`config.mk`:
```
export PLATFORM = sky130hd
export DESIGN_NAME = ir_chan_irq
export DESIGN_NICKNAME = d
export VERILOG_FILES = /design/src/rtl/ir_pkg.sv /design/src/rtl/ir_undr_latch.sv /design/src/rtl/ir_src_map.sv /design/src/rtl/ir_gate.sv /design/src/rtl/ir_chan_irq.sv
export SDC_FILE = /design/constraint.sdc
export NUM_CORES = 1
export LEC_CHECK = 0
export BUFFER_PORTS_ARGS = -buffer_cell sky130_fd_sc_hd__buf_2
export CAP_MARGIN = 20
export CELL_PAD_IN_SITES_DETAIL_PLACEMENT = 1
export CELL_PAD_IN_SITES_GLOBAL_PLACEMENT = 2
export CORE_AREA = 2 2 57 59
export CTS_BUF_LIST = sky130_fd_sc_hd__clkbuf_8
export CTS_CLUSTER_DIAMETER = 80
export DETAILED_ROUTE_END_ITERATION = 10
export DIE_AREA = 0 0 59 61
export HOLD_SLACK_MARGIN = 0.1
export PLACE_DENSITY_LB_ADDON = 0.1
export SYNTH_ARGS = -nofsm -noshare
export SYNTH_HDL_FRONTEND = slang
export SYNTH_SLANG_ARGS = --single-unit
```
`constraint.sdc`:
```
create_clock -name clk -period 0.8 [get_ports clk]
set_input_delay 0.16 -clock clk [delete_from_list [all_inputs] [get_ports clk]]
set_output_delay 0.16 -clock clk [all_outputs]
set_load 0.02 [all_outputs]
```
`src/rtl/ir_pkg.sv`:
```
// Shared bit positions and source bundle for the channel interrupt unit.
package ir_pkg;
    localparam int DONE_POS     = 0;
    localparam int REQ_POS      = 1;
    localparam int UNDR_POS     = 2;
    localparam int CLR_UNDR_POS = 0;

    typedef struct packed {
        logic undr;
        logic req;
        logic done;
    } irq_src_t;
endpackage

```
`src/rtl/ir_undr_latch.sv`:
```
// Sticky underrun flag.
// Assumes set_i is a one-cycle pulse; a set in the same cycle as a clear wins.
module ir_undr_latch (
    input  logic clk,
    input  logic rst_n,
    input  logic set_i,
    input  logic clr_i,
    output logic flag_o
);
    // Hold the flag until an explicit clear, giving priority to a new set.
    always_ff @(posedge clk) begin
        if (!rst_n)      flag_o <= 1'b0;
        else if (set_i)  flag_o <= 1'b1;
        else if (clr_i)  flag_o <= 1'b0;
    end
endmodule

```
`src/rtl/ir_src_map.sv`:
```
// Places the interrupt sources at their bit positions in the raw word.
// Assumes every source position is below STAT_W; other bits read zero.
module ir_src_map #(
    parameter int STAT_W = 8
) (
    input  ir_pkg::irq_src_t src_i,
    output logic [STAT_W-1:0] raw_o
);
    import ir_pkg::*;

    for (genvar i = 0; i < STAT_W; i++) begin : g_bit
        if (i == DONE_POS) begin : g_done
            assign raw_o[i] = src_i.done;
        end else if (i == REQ_POS) begin : g_req
            assign raw_o[i] = src_i.req;
        end else if (i == UNDR_POS) begin : g_undr
            assign raw_o[i] = src_i.undr;
        end else begin : g_zero
            assign raw_o[i] = 1'b0;
        end
    end
endmodule

```
`src/rtl/ir_gate.sv`:
```
// Enable mask register, masked status and registered interrupt line.
// Assumes the mask is written whole; the irq line lags its inputs by one edge.
module ir_gate #(
    parameter int STAT_W = 8
) (
    input  logic              clk,
    input  logic              rst_n,
    input  logic              en_wr_i,
    input  logic [STAT_W-1:0] en_wdata_i,
    input  logic [STAT_W-1:0] raw_i,
    output logic [STAT_W-1:0] masked_o,
    output logic              irq_o
);
    logic [STAT_W-1:0] mask_q;

    // Load the enable mask on a write strobe.
    always_ff @(posedge clk) begin
        if (!rst_n)       mask_q <= '0;
        else if (en_wr_i) mask_q <= en_wdata_i;
    end

    // Gate the raw word with the current mask.
    always_comb masked_o = raw_i & mask_q;

    // Register the OR of the masked word as the interrupt line.
    always_ff @(posedge clk) begin
        if (!rst_n) irq_o <= 1'b0;
        else        irq_o <= |masked_o;
    end
endmodule

```
`src/rtl/ir_chan_irq.sv`:
```
// Top of the transmit channel interrupt unit.
// Assumes level flags come straight from the FIFO and undr_set is a pulse.
module ir_chan_irq #(
    parameter int STAT_W = 8,
    parameter int READ_W = 7
) (
    input  logic              clk,
    input  logic              rst_n,
    input  logic              undr_set,
    input  logic              half_empty,
    input  logic              fifo_empty,
    input  logic              tx_busy,
    input  logic              en_wr,
    input  logic [STAT_W-1:0] en_wdata,
    input  logic              clr_wr,
    input  logic [STAT_W-1:0] clr_wdata,
    output logic [STAT_W-1:0] raw_status,
    output logic [STAT_W-1:0] masked_status,
    output logic              irq,
    output logic [READ_W-1:0] all_ints
);
    import ir_pkg::*;

    localparam logic [STAT_W-1:0] CLR_MASK = STAT_W'(1) << CLR_UNDR_POS;

    logic     clr_hit;
    logic     undr_q;
    irq_src_t src;

    // Decode a clear write that targets the underrun bit.
    always_comb clr_hit = clr_wr && ((clr_wdata & CLR_MASK) != '0);

    ir_undr_latch u_undr (
        .clk    (clk),
        .rst_n  (rst_n),
        .set_i  (undr_set),
        .clr_i  (clr_hit),
        .flag_o (undr_q)
    );

    // Collect the three interrupt sources.
    always_comb begin
        src.undr = undr_q;
        src.req  = half_empty;
        src.done = fifo_empty && !tx_busy;
    end

    ir_src_map #(.STAT_W(STAT_W)) u_map (
        .src_i (src),
        .raw_o (raw_status)
    );

    ir_gate #(.STAT_W(STAT_W)) u_gate (
        .clk        (clk),
        .rst_n      (rst_n),
        .en_wr_i    (en_wr),
        .en_wdata_i (en_wdata),
        .raw_i      (raw_status),
        .masked_o   (masked_status),
        .irq_o      (irq)
    );

    // Expose the low part of the raw word for the combined read.
    always_comb all_ints = raw_status[READ_W-1:0];
endmodule

```
# After elaboration in Yosys (flattened, before gate mapping)
# Cells that the tools add are included.
# word_totals
ff_bits	10
in_bits	24
elab_cells	11
# op_classes
n_mux	2
bitwise_logic	1
n_reduce_logical	5
# op_table
cell	n
3-bit by 8-bit bitwise AND with 8-bit output	1
8-bit OR reduction	1
1-bit logical AND	2
1-bit 2-to-1 mux	2
2-bit nonzero test	1
1-bit zero test	1

# Depth between registers and ports, before layout
# Gate-level depths: netlist of the first run.
# logic_depth
ltp_word	4
ltp_mapped	2
mapped_depth_nobuf	2

# Hierarchy
# From an unflattened synthesis of the first run, not the netlist that was laid out.
# unflattened
cells_unflattened	58
hier_area_um2	570.5
# by_module_without_submodules
module	n_inst	cells_each	area_each_um2	seq_area_each_um2
ir_gate	1	37	392.9	180.2
ir_chan_irq	1	9	72.6	0.0
ir_src_map	1	9	63.8	0.0
ir_undr_latch	1	3	41.3	20.0

# Worst setup path before layout of the first run
# No wires, ideal clock.
# synth_path
path_kind	register to register
start	register u_gate.mask_q[0]
end	register u_gate.irq_o
arrival_time_ns	0.813
path_slack_ns	-0.133
path_stages_with_launch	3
cell_sequence	dfxtp_1 -> and3b_1 -> o31a_1
# synth_between
elab_chain_len	2
# synth_lines
item	line	rtl
start, declared	ir_gate.sv:14	logic [STAT_W-1:0] mask_q;
start signal, assigned	ir_gate.sv:19	else if (en_wr_i) mask_q <= en_wdata_i;
3-bit by 8-bit bitwise AND with 8-bit output	ir_gate.sv:23	always_comb masked_o = raw_i & mask_q;
net masked_status[0]	ir_chan_irq.sv:18	output logic [STAT_W-1:0] masked_status,
8-bit OR reduction	ir_gate.sv:28	else irq_o <= |masked_o;
end signal, assigned	ir_gate.sv:28	
end, declared	ir_gate.sv:12	output logic irq_o
# The timed path passes the listed nets, and every way through them passes these cells.
# A chain may end at the register's enable or synchronous reset.

# Final worst setup path of the first run
# layout_path
start	register u_gate.mask_q[0]
end	output masked_status[0]
# layout_between
elab_chain_len	1
# layout_lines
item	line
3-bit by 8-bit bitwise AND with 8-bit output	ir_gate.sv:23
end, declared	ir_chan_irq.sv:18
# No other way between the ends.

==> qor.yml, run 1 <==
cells_and_area:
  nets: 85
  drive_gt1_share_pct: 60.0
  fin_util_pct: 17.8
  fin_cells: 93
  fin_area_sq_um: 527
  diodes: 0
  fillers: 351
  syn_to_final_growth_pct: 50.9
worst_setup_path:
  slowest_stage: "dfxtp_2"
  cp.buffers_inverters: 1
  arrival_ns: 0.86
  r2r_slack_ns: -0.11
  worstReg2RegEnd: "u_gate.irq_o"
  critPathLaunchType: "flop"
  worstPathCellList: "and3b_2, buf_6"
  end_kind: "output port"
  crit_required_ns: 0.64
  r2r_start: "u_gate.mask_q[1]"
  path_max_fanout: 2
  crit_path_end: "masked_status[0]"
  cp-startpoint: "u_gate.mask_q[0]"
  path_class: "flop to output port"
  slowest_delay_ns: 0.31
  reg2regPathDepth: 3
  crit_family: "flip-flops"
  crit_cells: 2
synthesis:
  synth_cell_types: 11
  netlist_top_cells_area: "buf_4 (41%), dfxtp_1 (29%), mux2i_1 (8.6%)"
  synth_ff_type: "dfxtp_1"
  ys_ff_latch: 5
  yosysWarnings: 0
  synth_common_cells: "buf_4 (19), dfxtp_1 (5), mux2i_1 (3), nor2b_1 (3), and2_1 (2)"
  yosysSeqAreaShare_pct: 28.7
  synthArstFlopShare_pct: 0
  synth_edf_count: 0
  yosysTopAreaCell: "buf_4"
  syn_area_sq_um: 349
  synth_area_per_cell_sq_um: 9.19
  netlist.area_leader.share_pct: 40.9
  synthCells: 38
  synth.most_common_cell: "buf_4"
global_route:
  grt_overflow: 0
  track_usage_pct: 4.73
  grt_max_degree: 6
  grt_pass1_vias: 255
  antenna_found_initial: 0
  grt_pass1_wl_microns: 1090
floorplan:
  initial_core_util_pct: 11.8
  rows: 20
  die_w_microns: 59
  ioPinCount: 48
  die_area_sq_mm: 0.00360
  core-area_sq_mm: 0.00295
  die_h_microns: 61
pwr:
  total_power_w: 0.000940
  ir_worst_vdd_uv: 250
  p_leak_nw: 0.281
  p_per_area_mw_per_mm2: 1780
drt:
  remaining_drc_errors: 0
  detail-route-antenna-nets: 0
  drt-pass1-iter-count: 2
  drt-initial-drc-count: 1
  viasPerCell: 2.94
  via_count: 273
  routed_wl_microns: 719
  wire_per_inst_microns: 7.73
clock_network:
  cts-buffers-inserted: 3
  cts.root.buffer_cell: "clkbuf_8"
  cts_sinks: 5
  clk_pin_slew_ns: 0.04
  cts_hold_buf: 0
  cts_tree: "done"
  cts-htree-levels: 1
  clock_path_buffers: 2
  insertion_delay_ns: 0.22
sta:
  rsz0062_at_grt: "yes"
  finalWorstSetupSlack_ns: -0.215
  min_period_ns: 1.02
  finalSetupViolCount: 8
  finalCritPeriodShare_pct: 127
  fin_skew_ns: 0.000730
  slew_viol_final: 0
  final_hold_viol_count: 0
  fmax_mhz: 985
run_status:
  violations: "setup timing"
  outcome: "finished with violations"
placement:
  place.gp.congestion: 0.535
  dpl.cell_count: 88
  placed_area_sq_um: 420
  place_ws_ns: -0.0672
  numPortBuffers: 21
  dp.final_hpwl_microns: 635
worst_hold_path:
  hp-class: "input port to flop"
run:
  cap_violations: 0
-- stage by stage --
step                      TNS (ns)  hold WS, ns
after global routing         -1.11        0.152
final                       -0.884        0.151
after global placement      -0.131        0.385
after CTS                   -0.925        0.150
after detailed placement    -0.105        0.378
after floorplan             -0.110        0.278
-- how the worst min path moves through the flow --
stage | cells after the start | startpoint | slack (ns) | end
global placement | 2 | undr_set | 0.39 | u_undr.flag_o
detailed placement | 2 | undr_set | 0.38 | u_undr.flag_o
CTS | 2 | undr_set | 0.15 | u_undr.flag_o
finish | 2 | undr_set | 0.15 | u_undr.flag_o
floorplan | 1 | rst_n | 0.28 | u_undr.flag_o
global route | 2 | undr_set | 0.15 | u_undr.flag_o
-- final cells by class --
cell class                      instances  area (sq um)  area share, %
Timing Repair Buffer                   24           173           32.8
Multi-Input combinational cell         27           161           30.6
Sequential cell                         5           106           20.2
Clock buffer                            3          41.3           7.84
Tap cell                               33          41.3           7.84
Clock inverter                          1          3.75          0.713
-- layer usage --
| metal | global-route usage, % | wire length [microns] | vias to the layer above |
|---|---|---|---|
| li1 | - | - | 133 |
| met3 | 1.71 | 73 | 2 |
| met5 | 0 | 0 | - |
| met4 | 6.82 | 27 | 0 |
| met1 | 4.07 | 241 | 120 |
| met2 | 7.30 | 376 | 18 |
-- worst reg2reg max path, delay by kind of cell, from the launching register on --
family | cells | cell delay (ns)
DFF | 1 | 0.31
buffers and inverters | 1 | 0.10
AOI/OAI and AO/OA | 1 | 0.25
and+or+nand+nor | 1 | 0.14
-- sequential cells by signal, indices dropped and copies added, names as in the netlist --
name / flops
u_gate.irq_o: 1
u_undr.flag_o: 1
u_gate.mask_q: 3
-- timing repair --
action | CTS | global route
setup buffers | 1 | 0
pin swaps | 0 | 1
gates cloned | 0 | 0
endpoints found under the setup margin | 8 | 8
gates resized for setup | 20 | 1
-- layout by cell type, fill, tap and decap left out, drive strengths merged --
cell type,count
mux2i,3
inv,1
and3b,1
o31a,1
buf,24
a21boi,1
and2b,1
nor2b,3
clkbuf,3
dfxtp,5
o21a,1
conb,14
and2,2
-- cells by family after synthesis --
group / after synthesis / synth area share [%]
buf+inv: 19 / 40.9
simple gates: 7 / 14.0
flops: 5 / 28.7
compound gates: 3 / 6.81
mux: 3 / 8.60
other cells: 1 / 1.07
-- report_power, final --
group	total [W]	switching (W)	internal [W]
clock	0.000447	0.000119	0.000329
sequential	0.000277	0.00000765	0.000269
combinational	0.000216	0.000128	0.0000886
total	0.000940	0.000254	0.000686
(Power assumes the default switching activity.)
==> run 2: changes to the inputs <==
- SKIP_CTS_REPAIR_TIMING: default -> 1
==> run 2 against run 1 <==
Wire length grew 0.83%. The flow still finishes with violations (setup timing). Sequential share of layout area is the same. Non-clock buffer count is the same. Core utilization is the same. Sequential power is essentially flat. First-iteration DRC count shrank 100%. Combinational power is essentially flat. Cell count is the same. Via count grew 0.37%. Critical path depth is the same. Largest power group unchanged.
==> qor.yml, run 2 (synthesis results as in run 1) <==
drt:
  drt-pass1-iter-count: 1  # -1
  via_count: 274  # +0.37%
  viasPerCell: 2.95  # +0.37%
  wire_per_inst_microns: 7.80  # +0.83%
  remaining_drc_errors: 0  # unchanged
  drt-initial-drc-count: 0  # -1
  routed_wl_microns: 725  # +0.83%
  detail-route-antenna-nets: 0  # unchanged
pwr:
  p_leak_nw: 0.281  # about the same
  ir_worst_vdd_uv: 250  # +0.21%
  clkPwrFrac_pct: 47.6  # about the same
  total_power_w: 0.000941  # about the same
  p_per_area_mw_per_mm2: 1790  # about the same
  seqPwrFrac_pct: 29.4  # about the same
  switching_share_pct: 27.1  # +0.054 points
  netSwitchingPower_w: 0.000255  # +0.28%
  power_frac_comb_pct: 23.0  # about the same
  intPower_w: 0.000686  # about the same
placement:
  numPortBuffers: 21  # unchanged
  place_ws_ns: -0.0672  # unchanged
  dpl.cell_count: 88  # unchanged
  dp.final_hpwl_microns: 635  # unchanged
  place.gp.congestion: 0.535  # unchanged
floorplan:
  rows: 20  # unchanged
  die_w_microns: 59  # unchanged
  core-area_sq_mm: 0.00295  # unchanged
  die_h_microns: 61  # unchanged
  initial_core_util_pct: 11.8  # unchanged
  ioPinCount: 48  # unchanged
  die_area_sq_mm: 0.00360  # unchanged
cells_and_area:
  layout_common_cells: "buf_2 (15), conb_1 (14), buf_6 (8)"
  syn_to_final_growth_pct: 50.9  # unchanged
  fillers: 353  # +0.57%
  drive_gt1_share_pct: 60.0  # unchanged
  largest_register_ffs: 3  # unchanged
  nets: 85  # unchanged
  final-seq-area_sq_um: 106  # unchanged
  diodes: 0  # unchanged
  final_common_cell: "buf_2"
  top_regs: "u_gate.mask_q: 3 flops, u_gate.irq_o: 1 flops, u_undr.flag_o: 1 flops"
  fin_cells: 93  # unchanged
  top_register: "u_gate.mask_q"
  multi_input_area_sq_um: 161  # unchanged
worst_setup_path:
  arrival_ns: 0.87  # about the same
  end_kind: "output port"
  r2r_start: "u_gate.mask_q[1]"
  cp-startpoint: "u_gate.mask_q[0]"
  crit_required_ns: 0.64  # about the same
  crit_family: "flip-flops"
  path_class: "flop to output port"
  critPathLaunchType: "flop"
  path_max_fanout: 2  # unchanged
  slowest_delay_ns: 0.31  # about the same
  slowest_stage: "dfxtp_2"
  cp.buffers_inverters: 1  # unchanged
  r2r_slack_ns: -0.11  # about the same
  worstPathCellList: "and3b_2, buf_6"
clock_network:
  cts_tree: "done"
  clock_path_buffers: 2  # unchanged
  cts-buffers-inserted: 3  # unchanged
  cts.root.buffer_cell: "clkbuf_8"
  cts_sinks: 5  # unchanged
  clk_pin_slew_ns: 0.04  # about the same
  cts-htree-levels: 1  # unchanged
  insertion_delay_ns: 0.22  # about the same
sta:
  finalCritPeriodShare_pct: 129  # +1.7 points
  finalSetupViolCount: 8  # unchanged
  hold_ws_ns: 0.152  # +0.000236 ns
  slew_viol_final: 0  # unchanged
  fmax_mhz: 972  # -1.4%
  finalWorstSetupSlack_ns: -0.229  # -0.0139 ns
  fin_skew_ns: 0.000639  # -0.0000913 ns
  setup_tns_ns: -0.911  # -0.0268 ns
  min_period_ns: 1.03  # +0.0139 ns
  rsz0062_at_grt: "yes"
  final_hold_viol_count: 0  # unchanged
global_route:
  grt_pass1_wl_microns: 1080  # -1.3%
  antenna_found_initial: 0  # unchanged
  grt_max_degree: 6  # unchanged
  grt_pass1_vias: 249  # -2.4%
  grt_overflow: 0  # unchanged
  track_usage_pct: 4.68  # -0.044 points
run_status:
  violations: "setup timing"
  outcome: "finished with violations"
worst_hold_path:
  min-delay-start: "undr_set"
  hp-class: "input port to flop"
run:
  cap_violations: 0  # unchanged
-- run 2: area by class of cell --
cell class                 instances  area share [%]
timing repair buffer              24            32.8
multi-input combinational         27            30.6
sequential                         5            20.2
clock buffer                       3            7.84
tap                               33            7.84
clock inverter                     1           0.713
-- run 2: path summary, 6_finish.rpt --
kind,endpoint,cells past startpoint
setup reg to reg,u_gate.irq_o,3
hold reg to reg,u_gate.mask_q[0],2
setup / recovery,masked_status[0],2
hold / removal,u_undr.flag_o,2
-- run 2: per-layer routing --
layer / part of all wire, % / GRT usage, %
met2: 52 / 7.30
met5: 0 / 0
met4: 3.7 / 6.82
met3: 9.0 / 1.71
met1: 35 / 3.94
-- run 2: stage by stage --
step	cell area [sq um]	utilization [%]
after floorplan	402	-
after global placement	420	14.2
after detailed placement	420	14.2
after CTS	465	15.8
after global routing	527	17.8
final	527	17.8
-- run 2: power groups by stage --
| stage | clock network [W] | registers, W | logic, W |
|---|---|---|---|
| 2_1_floorplan | 0 | 0.000279 | 0.000191 |
| 3_3_place_gp | 0 | 0.000276 | 0.000192 |
| 3_5_place_dp | 0 | 0.000276 | 0.000192 |
| 4_1_cts | 0.000468 | 0.000272 | 0.000192 |
| 5_1_grt | 0.000497 | 0.000278 | 0.000235 |
| 6_report | 0.000447 | 0.000277 | 0.000217 |
==> run 3: changes to the inputs <==
- CORE_AREA: 2 2 57 59 -> 2 2 60 62
- DIE_AREA: 0 0 59 61 -> 0 0 62 64
- SYNTH_HIERARCHICAL: default -> 1
==> run 3 against run 2 <==
The flow still finishes with violations (setup timing). Register-to-register slack worse by 0.37 ns. Cell count rose by 32%. Fmax down 19%. Sequential share of layout area increased by 6.6 points. Sequential power rose by 99%. Synthesized area increased by 63%.
==> qor.yml, run 3 <==
run_status:
  outcome: "finished with violations"
  violations: "setup timing"
cells_and_area:
  drive_gt1_share_pct: 53.2  # -6.8 points
  fillers: 394  # +12%
  fin_util_pct: 23.3  # +5.5 points
  multi_input_area_sq_um: 275  # +71%
  final_common_cell: "buf_2"
  final-seq-area_sq_um: 205  # +93%
  top_register: "u_gate/mask_q"
  top_regs: "u_gate/mask_q: 8 flops, u_gate/irq_o: 1 flops, u_undr/flag_o: 1 flops"
  largest_register_ffs: 8  # +5
  diodes: 0  # unchanged
  syn_to_final_growth_pct: 34.2
  nets: 103  # +21%
  layout_common_cells: "buf_2 (20), mux2i_1 (8), nor2b_1 (8)"
global_route:
  grt_pass1_wl_microns: 1990  # +85%
  grt_max_degree: 11  # +5
  grt_overflow: 0  # unchanged
  antenna_found_initial: 0  # unchanged
  track_usage_pct: 7.35  # +2.7 points
  grt_pass1_vias: 427  # +71%
floorplan:
  ioPinCount: 48  # unchanged
  rows: 21  # +5.0%
  core-area_sq_mm: 0.00328  # +11%
  initial_core_util_pct: 17.4  # +5.5 points
  die_h_microns: 64  # +4.9%
  die_w_microns: 62  # +5.1%
  die_area_sq_mm: 0.00397  # +10%
clock_network:
  cts.root.buffer_cell: "clkbuf_8"
  clock_path_buffers: 2  # unchanged
  cts_sinks: 10  # +5
  clk_pin_slew_ns: 0.05  # about the same
  insertion_delay_ns: 0.23  # about the same
  cts-buffers-inserted: 3  # unchanged
  cts-htree-levels: 1  # unchanged
  cts_tree: "done"
synthesis:
  synth_cell_types: 13  # +2
  synth_ff_type: "dfxtp_1"
  yosysTopAreaCell: "dfxtp_1"
  synth_area_per_cell_sq_um: 9.84  # +7.1%
  ys_ff_latch: 10  # +5
  netlist_top_cells_area: "dfxtp_1 (35%), buf_4 (20%), mux2i_1 (14%)"
  synth.most_common_cell: "buf_4"
  synthArstFlopShare_pct: 0  # unchanged
  syn_area_sq_um: 571  # +63%
  synth_edf_count: 0  # unchanged
  netlist.area_leader.share_pct: 35.1  # -5.8 points
  synth_common_cells: "buf_4 (15), dfxtp_1 (10), and2_1 (8), mux2i_1 (8), nor2b_1 (8)"
  yosysWarnings: 6  # +6
  synthCells: 58  # +53%
  yosysSeqAreaShare_pct: 35.1  # +6.4 points
placement:
  place.gp.congestion: 0.636  # +19%
  numPortBuffers: 26  # +24%
  dp.final_hpwl_microns: 1050  # +66%
  place_ws_ns: -0.479  # -0.412 ns
sta:
  min_period_ns: 1.28  # +0.247 ns
  fin_skew_ns: 0.00241  # +0.00177 ns
  finalWorstSetupSlack_ns: -0.476  # -0.247 ns
  final_hold_viol_count: 0  # unchanged
  fmax_mhz: 784  # -19%
  slew_viol_final: 0  # unchanged
  finalSetupViolCount: 8  # unchanged
  rsz0062_at_grt: "yes"
  finalCritPeriodShare_pct: 160  # +31 points
worst_setup_path:
  r2r_slack_ns: -0.48  # -0.37 ns
  arrival_ns: 1.39  # +0.52 ns
  end_kind: "flop"
  crit_required_ns: 0.91  # +0.27 ns
  path_max_fanout: 2  # unchanged
  critPathLaunchType: "flop"
  path_class: "flop to flop"
drt:
  wire_per_inst_microns: 11.2  # +43%
  remaining_drc_errors: 0  # unchanged
  routed_wl_microns: 1370  # +89%
  via_count: 416  # +52%
  detail-route-antenna-nets: 0  # unchanged
  drt-initial-drc-count: 1  # +1
  viasPerCell: 3.38  # +15%
  drt-pass1-iter-count: 2  # +1
pwr:
  p_per_area_mw_per_mm2: 1790  # about the same
  ir_worst_vdd_uv: 409  # +63%
  p_leak_nw: 0.371  # +32%
run:
  cap_violations: 0  # unchanged
worst_hold_path:
  hp-class: "input port to flop"
-- run 3: power by group --
group          switching, W  internal, W  leakage (nW)  total [W]
sequential        0.0000164     0.000535        0.0840   0.000551
clock              0.000192     0.000329        0.0216   0.000521
combinational      0.000161     0.000134         0.265   0.000295
total              0.000369     0.000998         0.371    0.00137
-- run 3: layout make-up --
cell class	count	area share, %
well taps	46	7.52
flip-flops and latches	10	26.8
repair buffers	28	24.3
clock buffers	3	5.39
multi-input cells	36	35.9
-- run 3: logic make-up (layout without fill, tap and decap cells) --
| logic type | count (synthesis) | count (layout) | share of synthesized area [%] |
|---|---|---|---|
| compound gates | 2 | 2 | 3.29 |
| buf+inv | 16 | 31 | 20.6 |
| flops | 10 | 10 | 35.1 |
| mux | 8 | 8 | 14.0 |
| other cells | 1 | 5 | 0.657 |
| simple gates | 21 | 21 | 26.3 |
-- run 3: per-stage QoR --
stage / cell area, sq um / setup TNS (ns) / total power (W) / cells / hold WS (ns)
floorplan: 594 / -0.589 / 0.000794 / 62 / 0.277
global placement: 668 / -0.772 / 0.000822 / 119 / 0.388
detailed placement: 668 / -0.893 / 0.000826 / 119 / 0.376
CTS: 709 / -1.61 / 0.00137 / 122 / 0.140
global route: 766 / -1.69 / 0.00147 / 123 / 0.141
finish: 766 / -1.42 / 0.00137 / 123 / 0.144
-- run 3: worst paths after layout --
| check | from | to | cells past startpoint |
|---|---|---|---|
| hold / removal | undr_set | u_undr/flag_o | 2 |
| setup reg to reg | u_gate/mask_q[2] | u_gate/irq_o | 3 |
| hold reg to reg | u_gate/mask_q[0] | u_gate/mask_q[0] | 2 |
| setup / recovery | u_gate/mask_q[2] | u_gate/irq_o | 3 |
-- run 3: worst max-delay path: stages, from the launching register on --
cell	delay, ns
dfxtp_2	0.31
and2_4	0.15
or4_1	0.39
o41a_1	0.31
-- run 3: per-layer routing --
| metal | vias to the layer above | wire length [microns] | global-route usage (%) |
|---|---|---|---|
| li1 | 205 | - | - |
| met1 | 187 | 568 | 8.33 |
| met2 | 22 | 669 | 11.3 |
| met3 | 2 | 118 | 3.04 |
| met4 | 0 | 15 | 3.99 |
| met5 | - | 0 | 0 |
